$ cat src/rtl/csr_guard_pkg.sv
package csr_guard_pkg;
  typedef enum logic [1:0] {
    ACC_ABSENT,
    ACC_RO,
    ACC_RW,
    ACC_DBG
  } acc_class_e;

  localparam logic [11:0] A_HARTID   = 12'hF14;
  localparam logic [11:0] A_MTVEC    = 12'h305;
  localparam logic [11:0] A_MSCRATCH = 12'h340;
  localparam logic [11:0] A_MEPC     = 12'h341;
  localparam logic [11:0] A_MCAUSE   = 12'h342;
  localparam logic [11:0] A_IRQ_EN   = 12'hBE0;
  localparam logic [11:0] A_DSCR0    = 12'h7B2;
  localparam logic [11:0] A_DSCR1    = 12'h7B3;

  function automatic acc_class_e classify(input logic [11:0] a);
    acc_class_e c;
    c = ACC_ABSENT;
    if (a >= 12'hF11 && a <= 12'hF15) c = ACC_RO;
    else if (a == 12'h7A0 || a == 12'hFE0 || a == 12'hFE4) c = ACC_RO;
    else if ((a >= 12'h7B0 && a <= 12'h7B3) || a == 12'hBFF) c = ACC_DBG;
    else if (a == 12'h300 || a == 12'h301 || a == 12'h304 || a == 12'h305 ||
             a == 12'h310 || a == 12'h320 || a == 12'h323 || a == A_IRQ_EN) c = ACC_RW;
    else if (a >= 12'h340 && a <= 12'h344) c = ACC_RW;
    else if (a == 12'hB00 || a == 12'hB80) c = ACC_RW;
    else if ((a >= 12'hB02 && a <= 12'hB1F) || (a >= 12'hB82 && a <= 12'hB9F)) c = ACC_RW;
    return c;
  endfunction
endpackage

$ cat src/rtl/csr_perm_decode.sv
module csr_perm_decode
  import csr_guard_pkg::*;
#(
  parameter int AW = 12
) (
  input  logic          clk,
  input  logic          rst,
  input  logic          valid,
  input  logic [AW-1:0] addr,
  input  logic          rd,
  input  logic          wr,
  input  logic          dbg,
  output logic          illegal
);
  acc_class_e cls;
  logic       bad;

  always_comb begin
    cls = classify(addr);
    unique case (cls)
      ACC_ABSENT: bad = 1'b1;
      ACC_RO:     bad = wr;
      ACC_DBG:    bad = !dbg;
      default:    bad = 1'b0;
    endcase
  end

  assign illegal = valid && (rd || wr) && bad;

  a_r1_id_write_traps: assert property (@(posedge clk) disable iff (rst)
    (valid && wr && addr >= 12'hF11 && addr <= 12'hF15) |-> illegal);
  a_r4_debug_mode_legal: assert property (@(posedge clk) disable iff (rst)
    (valid && dbg && addr >= 12'h7B0 && addr <= 12'h7B3) |-> !illegal);
  a_r9_idle_clean: assert property (@(posedge clk) disable iff (rst)
    (!valid || !(rd || wr)) |-> !illegal);
endmodule

$ cat src/rtl/csr_trap_regs.sv
module csr_trap_regs
  import csr_guard_pkg::*;
#(
  parameter int XLEN = 32,
  parameter int AW = 12,
  parameter logic [XLEN-1:0] HART_ID = 5,
  parameter logic [XLEN-1:0] CAUSE_ILLEGAL = 2
) (
  input  logic            clk,
  input  logic            rst,
  input  logic            valid,
  input  logic            illegal,
  input  logic            wr,
  input  logic [AW-1:0]   addr,
  input  logic [XLEN-1:0] wdata,
  input  logic [XLEN-1:0] pc,
  output logic [XLEN-1:0] rdata,
  output logic [XLEN-1:0] cause_q,
  output logic [XLEN-1:0] epc_q
);
  localparam int NSCR = 5;
  localparam logic [NSCR*AW-1:0] SCR_ADDRS =
    {A_DSCR1, A_DSCR0, A_IRQ_EN, A_MSCRATCH, A_MTVEC};

  logic [XLEN-1:0] scr_q [NSCR];
  logic            wr_ok;

  assign wr_ok = valid && wr && !illegal;

  for (genvar i = 0; i < NSCR; i++) begin : g_scr
    always_ff @(posedge clk) begin
      if (rst) scr_q[i] <= '0;
      else if (wr_ok && addr == SCR_ADDRS[i*AW +: AW]) scr_q[i] <= wdata;
    end
  end

  always_ff @(posedge clk) begin
    if (rst) begin
      cause_q <= '0;
      epc_q   <= '0;
    end else if (valid && illegal) begin
      cause_q <= CAUSE_ILLEGAL;
      epc_q   <= pc;
    end else begin
      if (wr_ok && addr == A_MCAUSE) cause_q <= wdata;
      if (wr_ok && addr == A_MEPC)   epc_q   <= wdata;
    end
  end

  always_comb begin
    rdata = '0;
    if (addr == A_HARTID) rdata = HART_ID;
    if (addr == A_MCAUSE) rdata = cause_q;
    if (addr == A_MEPC)   rdata = epc_q;
    for (int i = 0; i < NSCR; i++)
      if (addr == SCR_ADDRS[i*AW +: AW]) rdata = scr_q[i];
  end

  a_r8_cause_set: assert property (@(posedge clk) disable iff (rst)
    (valid && illegal) |=> cause_q == CAUSE_ILLEGAL);
  a_r8_epc_capture: assert property (@(posedge clk) disable iff (rst)
    (valid && illegal) |=> epc_q == $past(pc));
  a_r9_no_side_effect: assert property (@(posedge clk) disable iff (rst)
    (valid && illegal) |=> ($stable(scr_q[0]) && $stable(scr_q[1]) && $stable(scr_q[2]) &&
                            $stable(scr_q[3]) && $stable(scr_q[4])));
endmodule

$ cat src/rtl/csr_guard.sv
module csr_guard
  import csr_guard_pkg::*;
#(
  parameter int XLEN = 32,
  parameter int AW = 12,
  parameter logic [XLEN-1:0] HART_ID = 5
) (
  input  logic            clk,
  input  logic            rst,
  input  logic            ins_valid,
  input  logic [AW-1:0]   csr_addr,
  input  logic            rd_en,
  input  logic            wr_en,
  input  logic            dbg_mode,
  input  logic [XLEN-1:0] ins_pc,
  input  logic [XLEN-1:0] wr_data,
  output logic            illegal,
  output logic [XLEN-1:0] rd_data,
  output logic [XLEN-1:0] cause_q,
  output logic [XLEN-1:0] epc_q
);
  logic            s_valid, s_rd, s_wr, s_dbg;
  logic [AW-1:0]   s_addr;
  logic [XLEN-1:0] s_pc, s_wdata, raw_rdata;

  always_ff @(posedge clk) begin
    if (rst) begin
      s_valid <= 1'b0;
      s_rd    <= 1'b0;
      s_wr    <= 1'b0;
      s_dbg   <= 1'b0;
      s_addr  <= '0;
      s_pc    <= '0;
      s_wdata <= '0;
    end else begin
      s_valid <= ins_valid;
      s_rd    <= ins_valid && rd_en;
      s_wr    <= ins_valid && wr_en;
      s_dbg   <= dbg_mode;
      s_addr  <= csr_addr;
      s_pc    <= ins_pc;
      s_wdata <= wr_data;
    end
  end

  csr_perm_decode #(.AW(AW)) u_dec (
    .clk(clk), .rst(rst), .valid(s_valid), .addr(s_addr),
    .rd(s_rd), .wr(s_wr), .dbg(s_dbg), .illegal(illegal)
  );

  csr_trap_regs #(.XLEN(XLEN), .AW(AW), .HART_ID(HART_ID)) u_regs (
    .clk(clk), .rst(rst), .valid(s_valid), .illegal(illegal), .wr(s_wr),
    .addr(s_addr), .wdata(s_wdata), .pc(s_pc), .rdata(raw_rdata),
    .cause_q(cause_q), .epc_q(epc_q)
  );

  assign rd_data = (s_valid && s_rd && !illegal) ? raw_rdata : '0;

  a_r10_reset_quiet: assert property (@(posedge clk) rst |=> (!illegal && cause_q == '0 && epc_q == '0));
endmodule

$ cat config.mk
export PLATFORM = sky130hd
export DESIGN_NAME = csr_guard
export DESIGN_NICKNAME = d
export VERILOG_FILES = /design/src/rtl/csr_guard_pkg.sv /design/src/rtl/csr_perm_decode.sv /design/src/rtl/csr_trap_regs.sv /design/src/rtl/csr_guard.sv
export SDC_FILE = /design/constraint.sdc
export NUM_CORES = 1
export LEC_CHECK = 0
export BUFFER_PORTS_ARGS = -buffer_cell sky130_fd_sc_hd__buf_2
export CORE_MARGIN = 2
export CORE_UTILIZATION = 37
export DETAILED_ROUTE_END_ITERATION = 12
export GPL_TIMING_DRIVEN = 0
export SLEW_MARGIN = 0
export SYNTH_ARGS = -nofsm -noshare
export SYNTH_HDL_FRONTEND = slang
export SYNTH_SLANG_ARGS = --single-unit
$ cat constraint.sdc
create_clock -name clk -period 4 [get_ports clk]
set_input_delay 0.2 -clock clk [delete_from_list [all_inputs] [get_ports clk]]
set_output_delay 0.2 -clock clk [all_outputs]
set_load 0.02 [all_outputs]
==> metrics.md <==
| Metric | Value |
|---|---|
| Status | finished clean |
| Die area | approximately 37000 um^2 |
| Slew headroom | 32.47% |
| Drt pass-1 iters | 6 |
| Sequential Power Share | 50.4% |
| CTS tree | done |
| Worst path required time | roughly 3800 ps |
| Seq/Total Area, Yosys | 58.94% |
| Mean Syn Cell Area | ~12 um^2 |
| Layout cells sized above 1 | approximately a quarter |
| CTS max path bufs | 3 |
| Leading cell type in the layout, fill and taps excluded | buf_2 |
| Width of the die | ~190 um |
| Gr usage total | a little over a fifth |
| Postcts setup bufs | 0 |
| Clock Skews | 12.27 ps |
| CP Launch Point | s_addr[5] |
| Reg clk slew, reported paths | 50 ps |
| Pwr/cell area | ~410 nW/um^2 |
| Peak supply drop | between 0.0002 and 0.0003 V |
| Clk network pwr share | ~44% |
| Critical Path End | rd_data[21] |
| P_int | approximately 5300 uW |
| Setup slack, reg-to-reg | about 360 ps |
| Via count | around 9900 |
| Gpl congestion | ~0.84 |
| Final period util | 97.62% |
| WP data arrival | around 3700 ps |
| DRT iter0 DRCs | about 870 |
| Die Y | roughly 190 um |
| Worst Path Class, Setup | reg -> out |
| Cell count after synthesis | 1089 |
| Core area | 34630 um^2 |
| Reg-to-Reg End | u_regs.scr_q[0][17] |
| Util after Layout | between 40% and 50% |
| Vias in the first global route | between 9000 and 10000 |
| Post-Syn Nets | about 1200 |
| Initial Utilization | a little under two fifths |
| Minimum clock period after layout | roughly 3900 ps |
| First-pass GRT wire length | slightly below 60 mm |
| R2R depth | 6 |
| Pre-CTS setup slack | around 240 ps |
| Worst setup margin | 95.23 ps |
| TritonCTS Sinks | 304 |
| Hold path startpoint | rst |
| FF-to-FF Start | s_addr[0] |
| Leakage | slightly above 0.006 uW |
| Fin nets | between 1000 and 1500 |
| Ant. Diodes | 0 |
| Routed len/inst | roughly 21 um |
| Boundary pin count | 179 |
| Total CTS buffers | 35 |
| Net Sw Frac | about 22% |
| Worst slew pin tran | approximately 1000 ps |
| RSZ-0062 raised after global routing | no |
| Final hold vios | 0 |
| Yosys reg bits | between 300 and 400 |
| Critical path startpoint category | flip-flop |
| Detailed Place HPWL | around 26 mm |
| Grt total ovfl | 0 |
| Top FF cell, synth | edfxtp_1 |
| Row Count | between 60 and 70 |
| FFs w/ async S/R, synth | 0% |
| Max frequency | roughly 260 MHz |
| Max_cap viols | 0 |
| Area added between synthesis and finish | 25.75% |
| Post-synth EDFFs | 160 |
| Slew Limit Fails | 0 |
| Synth warn | 0 |
| CP Capture Type | output pin |
| Vias per cell | 5.311 |
| Initial antenna violation count | 0 |
| Distinct cell type count after synthesis | 54 |
| # H-tree levels | 2 |
| Most frequent cells in the layout | buf_2, edfxtp_1, dfxtp_1, nor2_1, nor2b_1 |
| PortBufs | approximately 180 |
| P_sw | between 1500 and 2000 uW |
| DRC | 0 |
| Root Buffer | clkbuf_16 |
| Combinational Power Share | under 10% |
| Crit-path max FO | 10 |
| Final Setup Violations | 0 |
| Largest net degree at the start of global routing | 33 |
| Worst skew pair latency | around 520 ps |
| Final ANT Viol Nets | 0 |
| Hold Path Class | in -> reg |
| Post-Synthesis Cell Area | 13040 um^2 |
| Detailed Route WL | ~40 mm |
[critical path, cell delays in order, from the launching register on]
cell	delay, ps
dfxtp_1	300
buf_2	210
nor4bb_1	330
and3_1	280
and2_1	140
clkbuf_1	570
clkbuf_1	570
a222oi_1	190
a21oi_1	350
buf_2	240
[stage by stage]
| stage | total power (uW) | TNS (ps) | area, um^2 | std cells | hold WS (ps) |
|---|---|---|---|---|---|
| after global routing | 6988 | 0 | 16400 | 1866 | 156.9 |
| after CTS | 6831 | 0 | 16380 | 1866 | 121.9 |
| after global placement | 3776 | -13960 | 14500 | 1722 | 409.0 |
| after floorplan | 3635 | 0 | 13040 | 1089 | 286.3 |
| final | 6785 | 0 | 16400 | 1866 | 134.5 |
| after detailed placement | 3781 | 0 | 14510 | 1722 | 406.1 |
[power by group through the flow]
| stage | combinational [uW] | sequential, uW | clock [uW] |
|---|---|---|---|
| after CTS | 359 | 3420 | 3060 |
| after global routing | 385 | 3430 | 3180 |
| after detailed placement | 298 | 3480 | 0 |
| final | 358 | 3420 | 3010 |
| after floorplan | 167 | 3470 | 0 |
| after global placement | 294 | 3480 | 0 |
[layer usage]
metal / up-vias / GRT usage, % / share of wire, %
met5: - / 0 / 0
met4: 0 / 7.337 / 3.1
met3: 75 / 4.403 / 7.7
met2: 405 / 34.75 / 46
met1: 4861 / 28.47 / 43
li1: 4569 / - / -
[synth_stat cells (all sizes together) (32+ instances only)]
master	n	area, um^2
a21oi	32	160.2
a22o	64	560.5
a22oi	35	262.8
and2	70	437.9
buf	38	316.6
clkbuf	57	214.0
dfxtp	144	2883
edfxtp	160	4805
mux2	33	371.6
mux2i	65	650.6
nand2	42	157.7
nor2	136	510.5
nor2b	82	513.0
nor3	44	392.9
[cells by family (layout without fill, tap and decap cells)]
group	count (synthesis)	count (layout)	share of synthesized area (%)
and+or+nand+nor	409	409	17.78
DFF	304	304	58.94
AOI/OAI and AO/OA	182	182	11.35
muxes	98	98	7.838
buffers and inverters	96	418	4.096
[sequential cells by signal, indices dropped and copies added (netlist names)]
register and flops:
s_valid 1, u_regs.epc_q 32, s_addr 12, u_regs.scr_q 160, s_rd 1, u_regs.cause_q 32
s_pc 32, s_wdata 32, s_dbg 1, s_wr 1
[what timing repair did]
action / 4_1_cts / 5_1_grt
endpoints found under the hold margin: 80 / 0
hold buffers: 81 / 0
endpoints found under the setup margin: 0 / 35
gates resized for setup: 0 / 4
[cell type report]
type                            instances  area (um^2)
Fill cell                            3161        18230
Multi-Input combinational cell        689         4841
Sequential cell                       304         7687
Inverter                                1        3.754
Buffer                                 95        531.8
Clock inverter                         12        98.84
Clock buffer                           51        967.2
Timing Repair Buffer                  259         1702
Tap cell                              455        569.3
[worst min path at each step]
stage                     slack [ps]        to  cells after the start
final                            130      s_wr                      3
after global routing             160      s_wr                      3
after CTS                        120      s_wr                      3
after detailed placement         410      s_wr                      2
after global placement           410  s_pc[28]                      2
after floorplan                  290   s_valid                      1
(Power assumes the default switching activity.)
